$ cat src/rtl/tmr_pkg.sv
package tmr_pkg;
  typedef enum logic [1:0] {
    REG_CTRL   = 2'd0,
    REG_DIV    = 2'd1,
    REG_RELOAD = 2'd2,
    REG_CMD    = 2'd3
  } reg_addr_e;

  localparam int CTRL_EN_BIT   = 0;
  localparam int CTRL_DOWN_BIT = 1;
  localparam int CMD_FORCE_BIT = 0;
endpackage

$ cat src/rtl/tmr_regs.sv
module tmr_regs
  import tmr_pkg::*;
#(
  parameter int W = 16
) (
  input  logic         clk,
  input  logic         rst_n,
  input  logic         wr_en,
  input  logic [1:0]   wr_addr,
  input  logic [W-1:0] wr_data,
  input  logic         trig_i,
  output logic         cfg_en,
  output logic         cfg_down,
  output logic [W-1:0] cfg_div,
  output logic [W-1:0] cfg_reload,
  output logic         init_o
);
  reg_addr_e addr;
  logic      trig_q;
  logic      sw_force;

  assign addr     = reg_addr_e'(wr_addr);
  // command bit is never stored: it acts only in the cycle it is written
  assign sw_force = wr_en && (addr == REG_CMD) && wr_data[CMD_FORCE_BIT];
  assign init_o   = sw_force || (trig_i && !trig_q);

  always_ff @(posedge clk or negedge rst_n) begin
    if (!rst_n) begin
      cfg_en     <= 1'b0;
      cfg_down   <= 1'b0;
      cfg_div    <= '0;
      cfg_reload <= '1;
      trig_q     <= 1'b0;
    end else begin
      trig_q <= trig_i;
      if (wr_en) begin
        case (addr)
          REG_CTRL: begin
            cfg_en   <= wr_data[CTRL_EN_BIT];
            cfg_down <= wr_data[CTRL_DOWN_BIT];
          end
          REG_DIV:    cfg_div    <= wr_data;
          REG_RELOAD: cfg_reload <= wr_data;
          default: ;
        endcase
      end
    end
  end
endmodule

$ cat src/rtl/tmr_prescaler.sv
module tmr_prescaler #(
  parameter int W = 16
) (
  input  logic         clk,
  input  logic         rst_n,
  input  logic         en,
  input  logic         clr,
  input  logic [W-1:0] div,
  output logic         tick_o,
  output logic [W-1:0] pc_o
);
  // >= keeps ticking when the divider is lowered below the running count
  assign tick_o = en && (pc_o >= div);

  always_ff @(posedge clk or negedge rst_n) begin
    if (!rst_n)      pc_o <= '0;
    else if (clr)    pc_o <= '0;
    else if (tick_o) pc_o <= '0;
    else if (en)     pc_o <= pc_o + 1'b1;
  end
endmodule

$ cat src/rtl/tmr_core.sv
module tmr_core #(
  parameter int W = 16
) (
  input  logic         clk,
  input  logic         rst_n,
  input  logic         tick,
  input  logic         init,
  input  logic         down,
  input  logic [W-1:0] reload,
  output logic [W-1:0] cnt_o,
  output logic         upd_o
);
  logic         at_edge;
  logic         wrap;
  logic [W-1:0] stepped;

  assign at_edge = down ? (cnt_o == '0) : (cnt_o == reload);
  assign wrap    = tick && at_edge;

  always_comb begin
    if (down) stepped = at_edge ? reload : cnt_o - 1'b1;
    else      stepped = at_edge ? '0     : cnt_o + 1'b1;
  end

  always_ff @(posedge clk or negedge rst_n) begin
    if (!rst_n) begin
      cnt_o <= '0;
      upd_o <= 1'b0;
    end else begin
      upd_o <= init || wrap;
      if (init)      cnt_o <= down ? reload : '0;
      else if (tick) cnt_o <= stepped;
    end
  end
endmodule

$ cat src/rtl/tmr_update_timer.sv
module tmr_update_timer #(
  parameter int W = 16
) (
  input  logic         clk,
  input  logic         rst_n,
  input  logic         wr_en,
  input  logic [1:0]   wr_addr,
  input  logic [W-1:0] wr_data,
  input  logic         trig_i,
  output logic [W-1:0] cnt_o,
  output logic         upd_o
);
  logic         cfg_en;
  logic         cfg_down;
  logic [W-1:0] cfg_div;
  logic [W-1:0] cfg_reload;
  logic         init_pulse;
  logic         cnt_tick;
  logic [W-1:0] psc_cnt;

  tmr_regs #(.W(W)) u_regs (
    .clk(clk), .rst_n(rst_n), .wr_en(wr_en), .wr_addr(wr_addr),
    .wr_data(wr_data), .trig_i(trig_i), .cfg_en(cfg_en),
    .cfg_down(cfg_down), .cfg_div(cfg_div), .cfg_reload(cfg_reload),
    .init_o(init_pulse)
  );

  tmr_prescaler #(.W(W)) u_psc (
    .clk(clk), .rst_n(rst_n), .en(cfg_en), .clr(init_pulse),
    .div(cfg_div), .tick_o(cnt_tick), .pc_o(psc_cnt)
  );

  tmr_core #(.W(W)) u_core (
    .clk(clk), .rst_n(rst_n), .tick(cnt_tick), .init(init_pulse),
    .down(cfg_down), .reload(cfg_reload), .cnt_o(cnt_o), .upd_o(upd_o)
  );
endmodule

$ cat config.mk
export PLATFORM = sky130hd
export DESIGN_NAME = tmr_update_timer
export DESIGN_NICKNAME = d
export VERILOG_FILES = /design/src/rtl/tmr_pkg.sv /design/src/rtl/tmr_regs.sv /design/src/rtl/tmr_prescaler.sv /design/src/rtl/tmr_core.sv /design/src/rtl/tmr_update_timer.sv
export SDC_FILE = /design/constraint.sdc
export NUM_CORES = 1
export LEC_CHECK = 0
export BUFFER_PORTS_ARGS = -buffer_cell sky130_fd_sc_hd__buf_2
export CAP_MARGIN = 20
export CORE_MARGIN = 3
export CORE_UTILIZATION = 50
export DETAILED_ROUTE_END_ITERATION = 10
export PLACE_DENSITY_LB_ADDON = 0.1
export SLEW_MARGIN = 20
export SYNTH_ARGS = -nofsm -noshare
export SYNTH_HDL_FRONTEND = slang
export SYNTH_HIERARCHICAL = 1
export SYNTH_SLANG_ARGS = --single-unit
$ cat constraint.sdc
create_clock -name clk -period 3.05 [get_ports clk]
set_clock_uncertainty 0.05 [all_clocks]
set_input_delay 0.4575 -clock clk [delete_from_list [all_inputs] [get_ports clk]]
set_output_delay 0.4575 -clock clk [all_outputs]
set_load 0.02 [all_outputs]
==> impl_metrics.toml, run 1 <==
[grt]
grt_max_degree = 42
grt_use_total_pct = 23.2
grt_pass1_wl_um = 19000
overflow = 0
first_global_vias = 3553
grt_antenna_before_repair = 0

[sta]
whs_ns = 0.175
finalCritPeriodShare_pct = 90.6
post-route-min-period_ns = 2.76
tns_ns = 0
relSlewSlack_pct = 59.0
final-setup-viol-count = 0
rsz0062_at_grt = "no"
hold_viol = 0
max_freq_ghz = 0.362
worst_pin_slew_ns = 0.614
slew_viol_final = 0
finalWorstSetupSlack_ns = 0.287

[cts]
root_buffer = "clkbuf_8"
clock_latency_ns = 0.35
htree_levels = 3
cts_buffers = 9
clockBufferDepth = 2
cts_tree = "built"
clk_pin_slew_ns = 0.07
postCtsSetupBuffers = 0
cts_num_sinks = 68

[floorplan]
die_h_um = 103
placementRows = 34
core-area_um2 = 8980
die-area_um2 = 10700
pin_count = 39
die_x_um = 103
start_util_pct = 52.8

[setup_path]
arrival_ns = 2.95
cp-start-kind = "register"
rrSetupSlack_ns = 0.29
reg2reg_depth = 12
path_max_fanout = 12
r2r-start = "u_psc/pc_o[14]$_DFFE_PN0P_"
cp_cell_sequence = "ha_1 -> nand4_1 -> nor3_2 -> nor4b_2 -> nor2_1 -> a21boi_1 -> buf_4 -> nor2_1 -> buf_4 -> a221oi_1 -> o31a_1 -> a21oi_1"
worstSetupEndpointType = "register"
path_class = "reg2reg"
crit_required_ns = 3.24
reg2reg_to = "u_core/cnt_o[5]$_DFFE_PN0P_"
slowest_delay_ns = 0.43
crit_slowest_cell = "dfrtp_1"

[yosys]
yosys.area_share.simple_pct = 19.2
muxShareOfSynthArea_pct = 10.3
async_flop_share_pct = 100
synth-seq-area-share_pct = 36.3
postSynthAreaPerCell_um2 = 9.86
synthXorXnorAreaFrac_pct = 6.09
syn_area_um2 = 4740
synth_top_family_by_area = "simple AND/OR/NAND/NOR gates"
synth_compound_area_share_pct = 17.3
syn_nets = 523
ys_types = 72
ys_seq_elements = 68
synth_fa_ha_area_share_pct = 5.28
synth_edf_count = 0
syn_inst = 481
yosysWarnings = 6
synthFlopType = "dfrtp_1"

[finish]
fin_util_pct = 59.3
final_common_cell = "dfrtp_1"
mostFrequentLayoutCells = "dfrtp_1, buf_2, nand2_1, inv_1, o21ai_0"
layoutNonFillerInstCount = 650
diodes = 0
design_area_um2 = 5320
fin_nets = 561
drive_above_1_share_pct = 27.5
area_delta_synth_final_pct = 12.2

[placement]
post_dp_cell_area_um2 = 5070
placed_cells_incl_taps = 633
hpwlAfterDp_um = 8470
portBuffers = 38
gp_congestion = 0.866
dp_slack_ns = 0.271

[power_and_ir_drop]
switchingPower_mw = 1.11
power_frac_seq_pct = 40.1
sw_frac_of_total_pct = 34.6
p_per_area_nw_per_um2 = 605
ir_worst_vdd_uv = 413
power_mw = 3.22
power.internal_mw = 2.10
clkPwrFrac_pct = 27.4
leakagePower_nw = 2.47
p_comb_share_pct = 32.5

[drt]
drtIter0Drc = 225
dr.pass1.iters = 5
vias = 3839
vias_per_cell = 5.91
wl_um = 11600
drc = 0
avgRoutedWirePerCell_um = 17.9
antenna_left = 0

[hold_path]
min_path_type = "in2reg"
hold_end = "u_regs/trig_q$_DFF_PN0_"
hp-start = "trig_i"
hold_depth = 1

[run]
cap_violations = 0

[outcome]
outcome = "finished clean"
-- synth_stat cells, drive strengths merged, types with 7 or more instances --
cell type | n | area (um^2)
inv | 29 | 109
nand3 | 16 | 80.1
dfstp | 16 | 420
clkbuf | 19 | 71.3
ha | 20 | 250
nand2b | 7 | 51.3
nor2 | 19 | 73.8
xor2 | 17 | 149
a21oi | 22 | 114
xnor2 | 16 | 140
nor3 | 11 | 60.1
mux2 | 36 | 480
o21ai | 34 | 174
nand2 | 30 | 113
nor4 | 9 | 77.6
a21o | 11 | 82.6
dfrtp | 52 | 1300
buf | 10 | 80.1
o21a | 8 | 60.1
and3 | 7 | 43.8
nand4 | 12 | 75.1
nor3b | 14 | 135
-- power by group through the flow --
stage                     sequential (mW)  combinational (mW)  clock, mW
final                                1.29                1.05      0.880
after detailed placement             1.30                1.03          0
after global routing                 1.32                1.15      0.961
after CTS                            1.29                1.04      0.909
after global placement               1.30                1.02          0
after floorplan                      1.25               0.797          0
-- worst max path at each step --
stage / startpoint / endpoint / cells after the start
4_1_cts: u_psc/pc_o[14]$_DFFE_PN0P_ / u_core/cnt_o[5]$_DFFE_PN0P_ / 12
5_1_grt: u_psc/pc_o[14]$_DFFE_PN0P_ / u_core/cnt_o[12]$_DFFE_PN0P_ / 12
2_1_floorplan: u_psc/pc_o[15]$_DFFE_PN0P_ / u_core/cnt_o[6]$_DFFE_PN0P_ / 11
3_5_place_dp: u_psc/pc_o[14]$_DFFE_PN0P_ / u_core/cnt_o[5]$_DFFE_PN0P_ / 12
6_report: u_psc/pc_o[14]$_DFFE_PN0P_ / u_core/cnt_o[5]$_DFFE_PN0P_ / 12
3_3_place_gp: u_psc/pc_o[15]$_DFFE_PN0P_ / u_core/cnt_o[6]$_DFFE_PN0P_ / 12
-- critical path, delay by kind of cell, from the launching register on --
| family | cells | cell delay [ns] |
|---|---|---|
| buf+inv | 2 | 0.40 |
| fa+ha+maj | 1 | 0.32 |
| simple gates | 5 | 0.81 |
| flops | 1 | 0.43 |
| compound gates | 4 | 0.64 |
-- sequential cells by signal, indices dropped and copies added (netlist names) --
name,count
u_core/cnt_o,16
u_psc/pc_o,16
u_regs/cfg_div,16
u_regs/cfg_reload,16
u_core/upd_o,1
u_regs/cfg_down,1
u_regs/cfg_en,1
u_regs/trig_q,1
-- cell families (layout without fill, tap and decap cells) --
kind of cell             Yosys count  count (layout)
AO/OA/AOI/OAI                    118             118
XOR/XNOR                          33              33
AND/OR/NAND/NOR                  147             147
multiplexers                      37              37
adder cells (fa/ha/maj)           20              20
buffers and inverters             58             101
flip-flops                        68              68
-- what timing repair did --
| action | CTS | global route |
|---|---|---|
| endpoints found under the hold margin | 13 | 0 |
| endpoints found under the setup margin | 0 | 6 |
| gates resized for setup | 0 | 2 |
| hold buffers | 1 | 0 |
-- area by class of cell --
type                       instances  area, um^2
fill                             810        3660
tap                              126         158
timing repair buffer              56         328
inverter                          29         109
clock buffer                      11         131
clock inverter                     5         100
sequential                        68        1720
multi-input combinational        355        2770
-- layer usage --
| layer | global-route usage, % | up-vias | part of all wire, % |
|---|---|---|---|
| li1 | - | 1841 | - |
| met1 | 35.8 | 1852 | 49 |
| met2 | 32.5 | 131 | 43 |
| met3 | 6.10 | 15 | 6.6 |
| met4 | 4.48 | 0 | 1.3 |
| met5 | 0 | - | 0 |
(Power assumes the default switching activity.)
==> run 2: changes to the inputs <==
==> constraint.sdc (replaced) <==
create_clock -name clk -period 3.45 [get_ports clk]
set_clock_uncertainty 0.05 [all_clocks]
set_input_delay 0.5175 -clock clk [delete_from_list [all_inputs] [get_ports clk]]
set_output_delay 0.5175 -clock clk [all_outputs]
set_load 0.02 [all_outputs]
==> run 2 against run 1 <==
Against the previous run:
- flip-flop and latch count unchanged
- largest power group unchanged
- via count up 1.9%
- critical path type unchanged
- largest cell class unchanged
- clock-buffer cell count up 1
- critical path depth down 2
- final area down 2.3%
- critical endpoint is now u_core/cnt_o[8]$_DFFE_PN0P_
==> impl_metrics.toml, run 2 (same netlist as run 1, synthesis figures left out) <==
[grt]
overflow = 0
grt_antenna_before_repair = 0
first_global_vias = 3732
grt_pass1_wl_um = 19600
grt_use_total_pct = 23.8
grt_max_degree = 42

[floorplan]
die-area_um2 = 10700
start_util_pct = 52.8
core-area_um2 = 8980
placementRows = 34
pin_count = 39
die_h_um = 103
die_x_um = 103

[setup_path]
reg2reg_to = "u_core/cnt_o[8]$_DFFE_PN0P_"
cp_common_cell = "o21ai_0"
crit_slowest_cell = "nor2b_1"
path_delay_family = "simple AND/OR/NAND/NOR gates"
worstSetupEndpointType = "register"
cp_cell_sequence = "ha_1 -> nand4_1 -> nor3_1 -> nor4b_2 -> nor2_1 -> a21boi_1 -> buf_4 -> nor2b_1 -> o21ai_0 -> o21ai_0"
slowest_delay_ns = 0.47
path_buf_inv = 1
cp-start-kind = "register"
arrival_ns = 3.23
path_max_fanout = 15
path_class = "reg2reg"
rrSetupSlack_ns = 0.43
crit_required_ns = 3.66
reg2reg_depth = 10
r2r-start = "u_psc/pc_o[13]$_DFFE_PN0P_"

[drt]
wl_um = 11900
dr.pass1.iters = 5
vias = 3912
drtIter0Drc = 196
vias_per_cell = 6.11
antenna_left = 0
drc = 0
avgRoutedWirePerCell_um = 18.7

[cts]
clockBufferDepth = 2
clock_latency_ns = 0.34
cts-resized-gates = 0
clk_pin_slew_ns = 0.08
cts_hold_buf = 0
root_buffer = "clkbuf_8"
postCtsSetupBuffers = 0
htree_levels = 3
cts_buffers = 9
cts_num_sinks = 68
cts_tree = "built"

[finish]
mostFrequentLayoutCells = "dfrtp_1, buf_2, nand2_1, inv_1, o21ai_0"
fin_nets = 551
area_delta_synth_final_pct = 9.58
drive_above_1_share_pct = 25.9
seqCellArea_um2 = 1720
nFillCells = 844
final_common_cell = "dfrtp_1"
diodes = 0
multiInputGateArea_um2 = 2760

[sta]
finalCritPeriodShare_pct = 87.5
rsz0062_at_grt = "no"
post-route-min-period_ns = 3.02
worst_pin_slew_ns = 0.926
final-setup-viol-count = 0
max_freq_ghz = 0.331
tns_ns = 0
relSlewSlack_pct = 38.3
slew_viol_final = 0
hold_viol = 0

[power_and_ir_drop]
leakagePower_nw = 2.40
power_mw = 2.72
p_per_area_nw_per_um2 = 524
ir_worst_vdd_uv = 316

[placement]
gp_congestion = 0.907
portBuffers = 38
hpwlAfterDp_um = 8630

[outcome]
outcome = "finished clean"

[hold_path]
min_path_type = "in2async"

[run]
cap_violations = 0
## run 2: changes by cell type in the layout (fill, tap and decap cells not counted), sizes merged
cell and change:
buf -9, clkinv +1, bufinv -2, dlygate4sd3 -1, clkbuf +1
## run 2: worst register-to-register path, stage by stage, from the launching register on
cell	delay (ns)
dfrtp_1	0.44
ha_1	0.32
nand4_1	0.16
nor3_1	0.25
nor4b_2	0.26
nor2_1	0.11
a21boi_1	0.22
buf_4	0.26
nor2b_1	0.47
o21ai_0	0.20
o21ai_0	0.19
## run 2: metal layers
metal	track usage, %	wire length, um	vias to the layer above
met5	0	0	-
met3	3.35	711	24
li1	-	-	1824
met4	8.17	270	0
met2	34.7	5160	143
met1	36.1	5800	1921
## run 2: layout make-up
cell class	count	share of cell area, %
multi-input cells	355	53.2
clock buffers	12	2.79
clock inverters	4	0.939
flip-flops and latches	68	33.1
repair buffers	46	4.82
well taps	126	3.03
inverters	29	2.09
## run 2: worst max path at each step
| stage | from | cells after the start | endpoint |
|---|---|---|---|
| detailed placement | u_psc/pc_o[13]$_DFFE_PN0P_ | 10 | u_core/cnt_o[8]$_DFFE_PN0P_ |
| global placement | u_psc/pc_o[15]$_DFFE_PN0P_ | 10 | u_core/cnt_o[8]$_DFFE_PN0P_ |
| floorplan | u_psc/pc_o[15]$_DFFE_PN0P_ | 11 | u_core/cnt_o[6]$_DFFE_PN0P_ |
| global route | u_psc/pc_o[13]$_DFFE_PN0P_ | 10 | u_core/cnt_o[8]$_DFFE_PN0P_ |
| CTS | u_psc/pc_o[13]$_DFFE_PN0P_ | 10 | u_core/cnt_o[8]$_DFFE_PN0P_ |
| finish | u_psc/pc_o[13]$_DFFE_PN0P_ | 10 | u_core/cnt_o[8]$_DFFE_PN0P_ |
## run 2: stage by stage
| step | cell area, um^2 | hold slack, ns | std cells | worst slack (ns) | util [%] |
|---|---|---|---|---|---|
| after floorplan | 4740 | 0.172 | 481 | 0.772 | - |
| after global placement | 5000 | 0.439 | 624 | 0.569 | 55.7 |
| after detailed placement | 5000 | 0.444 | 624 | 0.501 | 55.7 |
| after CTS | 5200 | 0.154 | 640 | 0.470 | 57.9 |
| after global routing | 5200 | 0.184 | 640 | 0.0490 | 57.9 |
| final | 5200 | 0.151 | 640 | 0.430 | 57.9 |
## run 2: power by group
group	total (mW)	internal, mW	switching, mW
sequential	1.16	0.949	0.206
clock	0.664	0.353	0.310
combinational	0.903	0.414	0.489
==> run 3: changes to the inputs <==
--- a/config.mk
+++ b/config.mk
@@ -5,6 +5,7 @@
 export SDC_FILE = /design/constraint.sdc
 export NUM_CORES = 1
 export LEC_CHECK = 0
+export ABC_AREA = 1
 export BUFFER_PORTS_ARGS = -buffer_cell sky130_fd_sc_hd__buf_2
 export CAP_MARGIN = 20
 export CORE_MARGIN = 3
==> run 3 against run 2 <==
Against the previous run:
- synthesized cell count up 53%
- largest cell class unchanged
- sequential power is essentially flat
- first-iteration DRC count is 71% higher
- register-to-register slack gained 0.05 ns
- final cell count increased by 40%
- fmax rose by 1.6%
- synthesized area rose by 6.2%
- worst setup slack better by 0.048 ns
- worst hold slack gained 0.015 ns
- flip-flop and latch count did not move
==> impl_metrics.toml, run 3 <==
[yosys]
postSynthAreaPerCell_um2 = 6.84
ys_types = 39
synthFlopType = "dfrtp_1"
syn_area_um2 = 5040
synth_area_leaders = "dfrtp_1, nand2_1, dfstp_2"
synth-seq-area-share_pct = 34.2
syn_nets = 778
synth_top_area_share_pct = 25.8
async_flop_share_pct = 100
yosys.area.top_type = "dfrtp_1"
syn_inst = 736
synth_edf_count = 0
ys_seq_elements = 68
yosysWarnings = 6
synth_commonest_cells = "nand2_1, inv_1, nor2_1, dfrtp_1"
synth.most_common_cell = "nand2_1"

[finish]
area_delta_synth_final_pct = 9.46
layoutNonFillerInstCount = 899
drive_above_1_share_pct = 15.9
diodes = 0
design_area_um2 = 5510
mostFrequentLayoutCells = "nand2_1, inv_1, nor2_1, dfrtp_1"
final_common_cell = "nand2_1"
fin_nets = 803

[outcome]
outcome = "finished clean"

[cts]
clockBufferDepth = 2
htree_levels = 3
cts_buffers = 9
cts_tree = "built"
root_buffer = "clkbuf_8"
cts_hold_buf = 0
postCtsSetupBuffers = 0
clk_pin_slew_ns = 0.09
cts-resized-gates = 0
cts_num_sinks = 68
clock_latency_ns = 0.35

[sta]
relSlewSlack_pct = 49.8
finalCritPeriodShare_pct = 86.2
whs_ns = 0.166
worst_pin_slew_ns = 0.750
post-route-min-period_ns = 2.97
hold_viol = 0
final-setup-viol-count = 0
tns_ns = 0
slew_viol_final = 0
max_freq_ghz = 0.336
rsz0062_at_grt = "no"

[placement]
hpwlAfterDp_um = 10300
portBuffers = 38
post_dp_cell_area_um2 = 5270
gp_congestion = 0.931
placed_cells_incl_taps = 883

[setup_path]
path_buf_inv = 3
path_class = "reg2reg"
worstSetupEndpointType = "register"
cp-start-kind = "register"
rrSetupSlack_ns = 0.48
cp_num_cells = 14
r2r-start = "u_psc/pc_o[5]$_DFFE_PN0P_"
arrival_ns = 3.19
slowest_delay_ns = 0.49
path_delay_family = "simple AND/OR/NAND/NOR gates"
crit_slowest_cell = "nor2_1"
reg2reg_to = "u_core/cnt_o[2]$_DFFE_PN0P_"
cp_cell_sequence = "ha_1 -> a21oi_1 -> o21a_1 -> nand2_1 -> nand2_1 -> nand2_1 -> nand2_2 -> inv_1 -> nor2_1 -> buf_4 -> inv_1 -> nand3_1 -> o21ai_0 -> a21oi_1"
path_max_fanout = 17
reg2reg_depth = 14
crit_required_ns = 3.67
cp_common_cell = "nand2_1"

[grt]
grt_pass1_wl_um = 23400
grt_max_degree = 40
grt_antenna_before_repair = 0
first_global_vias = 4746
grt_use_total_pct = 25.9
overflow = 0

[drt]
vias = 4916
dr.pass1.iters = 5
vias_per_cell = 5.47
wl_um = 14000
drtIter0Drc = 335
drc = 0
antenna_left = 0
avgRoutedWirePerCell_um = 15.6

[floorplan]
die_h_um = 106
placementRows = 36
die_x_um = 106
die-area_um2 = 11300
start_util_pct = 51.5
core-area_um2 = 9770
pin_count = 39

[run]
cap_violations = 0

[power_and_ir_drop]
ir_worst_vdd_uv = 257
leakagePower_nw = 2.75
p_per_area_nw_per_um2 = 557

[hold_path]
min_path_type = "in2async"
## run 3: worst max path at each step
| stage | end | startpoint | slack, ns |
|---|---|---|---|
| 2_1_floorplan | u_core/cnt_o[13]$_DFFE_PN0P_ | u_psc/pc_o[5]$_DFFE_PN0P_ | 1.03 |
| 3_3_place_gp | u_core/cnt_o[2]$_DFFE_PN0P_ | u_psc/pc_o[0]$_DFFE_PN0P_ | 0.75 |
| 3_5_place_dp | u_core/cnt_o[2]$_DFFE_PN0P_ | u_psc/pc_o[5]$_DFFE_PN0P_ | 0.62 |
| 4_1_cts | u_core/cnt_o[2]$_DFFE_PN0P_ | u_psc/pc_o[5]$_DFFE_PN0P_ | 0.59 |
| 5_1_grt | u_core/cnt_o[2]$_DFFE_PN0P_ | u_psc/pc_o[0]$_DFFE_PN0P_ | 0.26 |
| 6_report | u_core/cnt_o[2]$_DFFE_PN0P_ | u_psc/pc_o[5]$_DFFE_PN0P_ | 0.48 |
## run 3: final cells by class
class                           count  area [um^2]
Sequential cell                    68         1720
Clock inverter                      7          125
Clock buffer                        9          124
Timing Repair Buffer               45          255
Inverter                           78          295
Fill cell                         982         4260
Multi-Input combinational cell    559         2830
Tap cell                          133          166
## run 3: power by group
part / leakage (nW) / internal [mW] / switching [mW]
Clock: 0.124 / 0.485 / 0.351
Combinational: 1.79 / 0.360 / 0.694
Sequential: 0.839 / 0.953 / 0.228
## run 3: logic make-up after synthesis
kind of cell               synth area share (%)
and+or+nand+nor                            42.4
xor gates and xnor gates                   2.96
AOI/OAI and AO/OA                          5.79
buffers and inverters                      9.71
DFF                                        34.2
adders and majority gates                  4.97
## run 3: per-layer routing
| layer | global-route usage [%] | wire length (um) | vias up |
|---|---|---|---|
| met1 | 34.1 | 6140 | 2310 |
| li1 | - | - | 2436 |
| met5 | 0 | 0 | - |
| met3 | 4.86 | 842 | 19 |
| met2 | 42.7 | 6750 | 151 |
| met4 | 8.70 | 254 | 0 |
## run 3: metrics by stage
stage / power, mW / utilization, % / setup WS (ns)
after floorplan: 1.93 / - / 1.03
after global placement: 2.22 / 53.9 / 0.754
after detailed placement: 2.23 / 53.9 / 0.620
after CTS: 3.07 / 56.4 / 0.588
after global routing: 3.29 / 56.4 / 0.258
final: 3.07 / 56.4 / 0.478
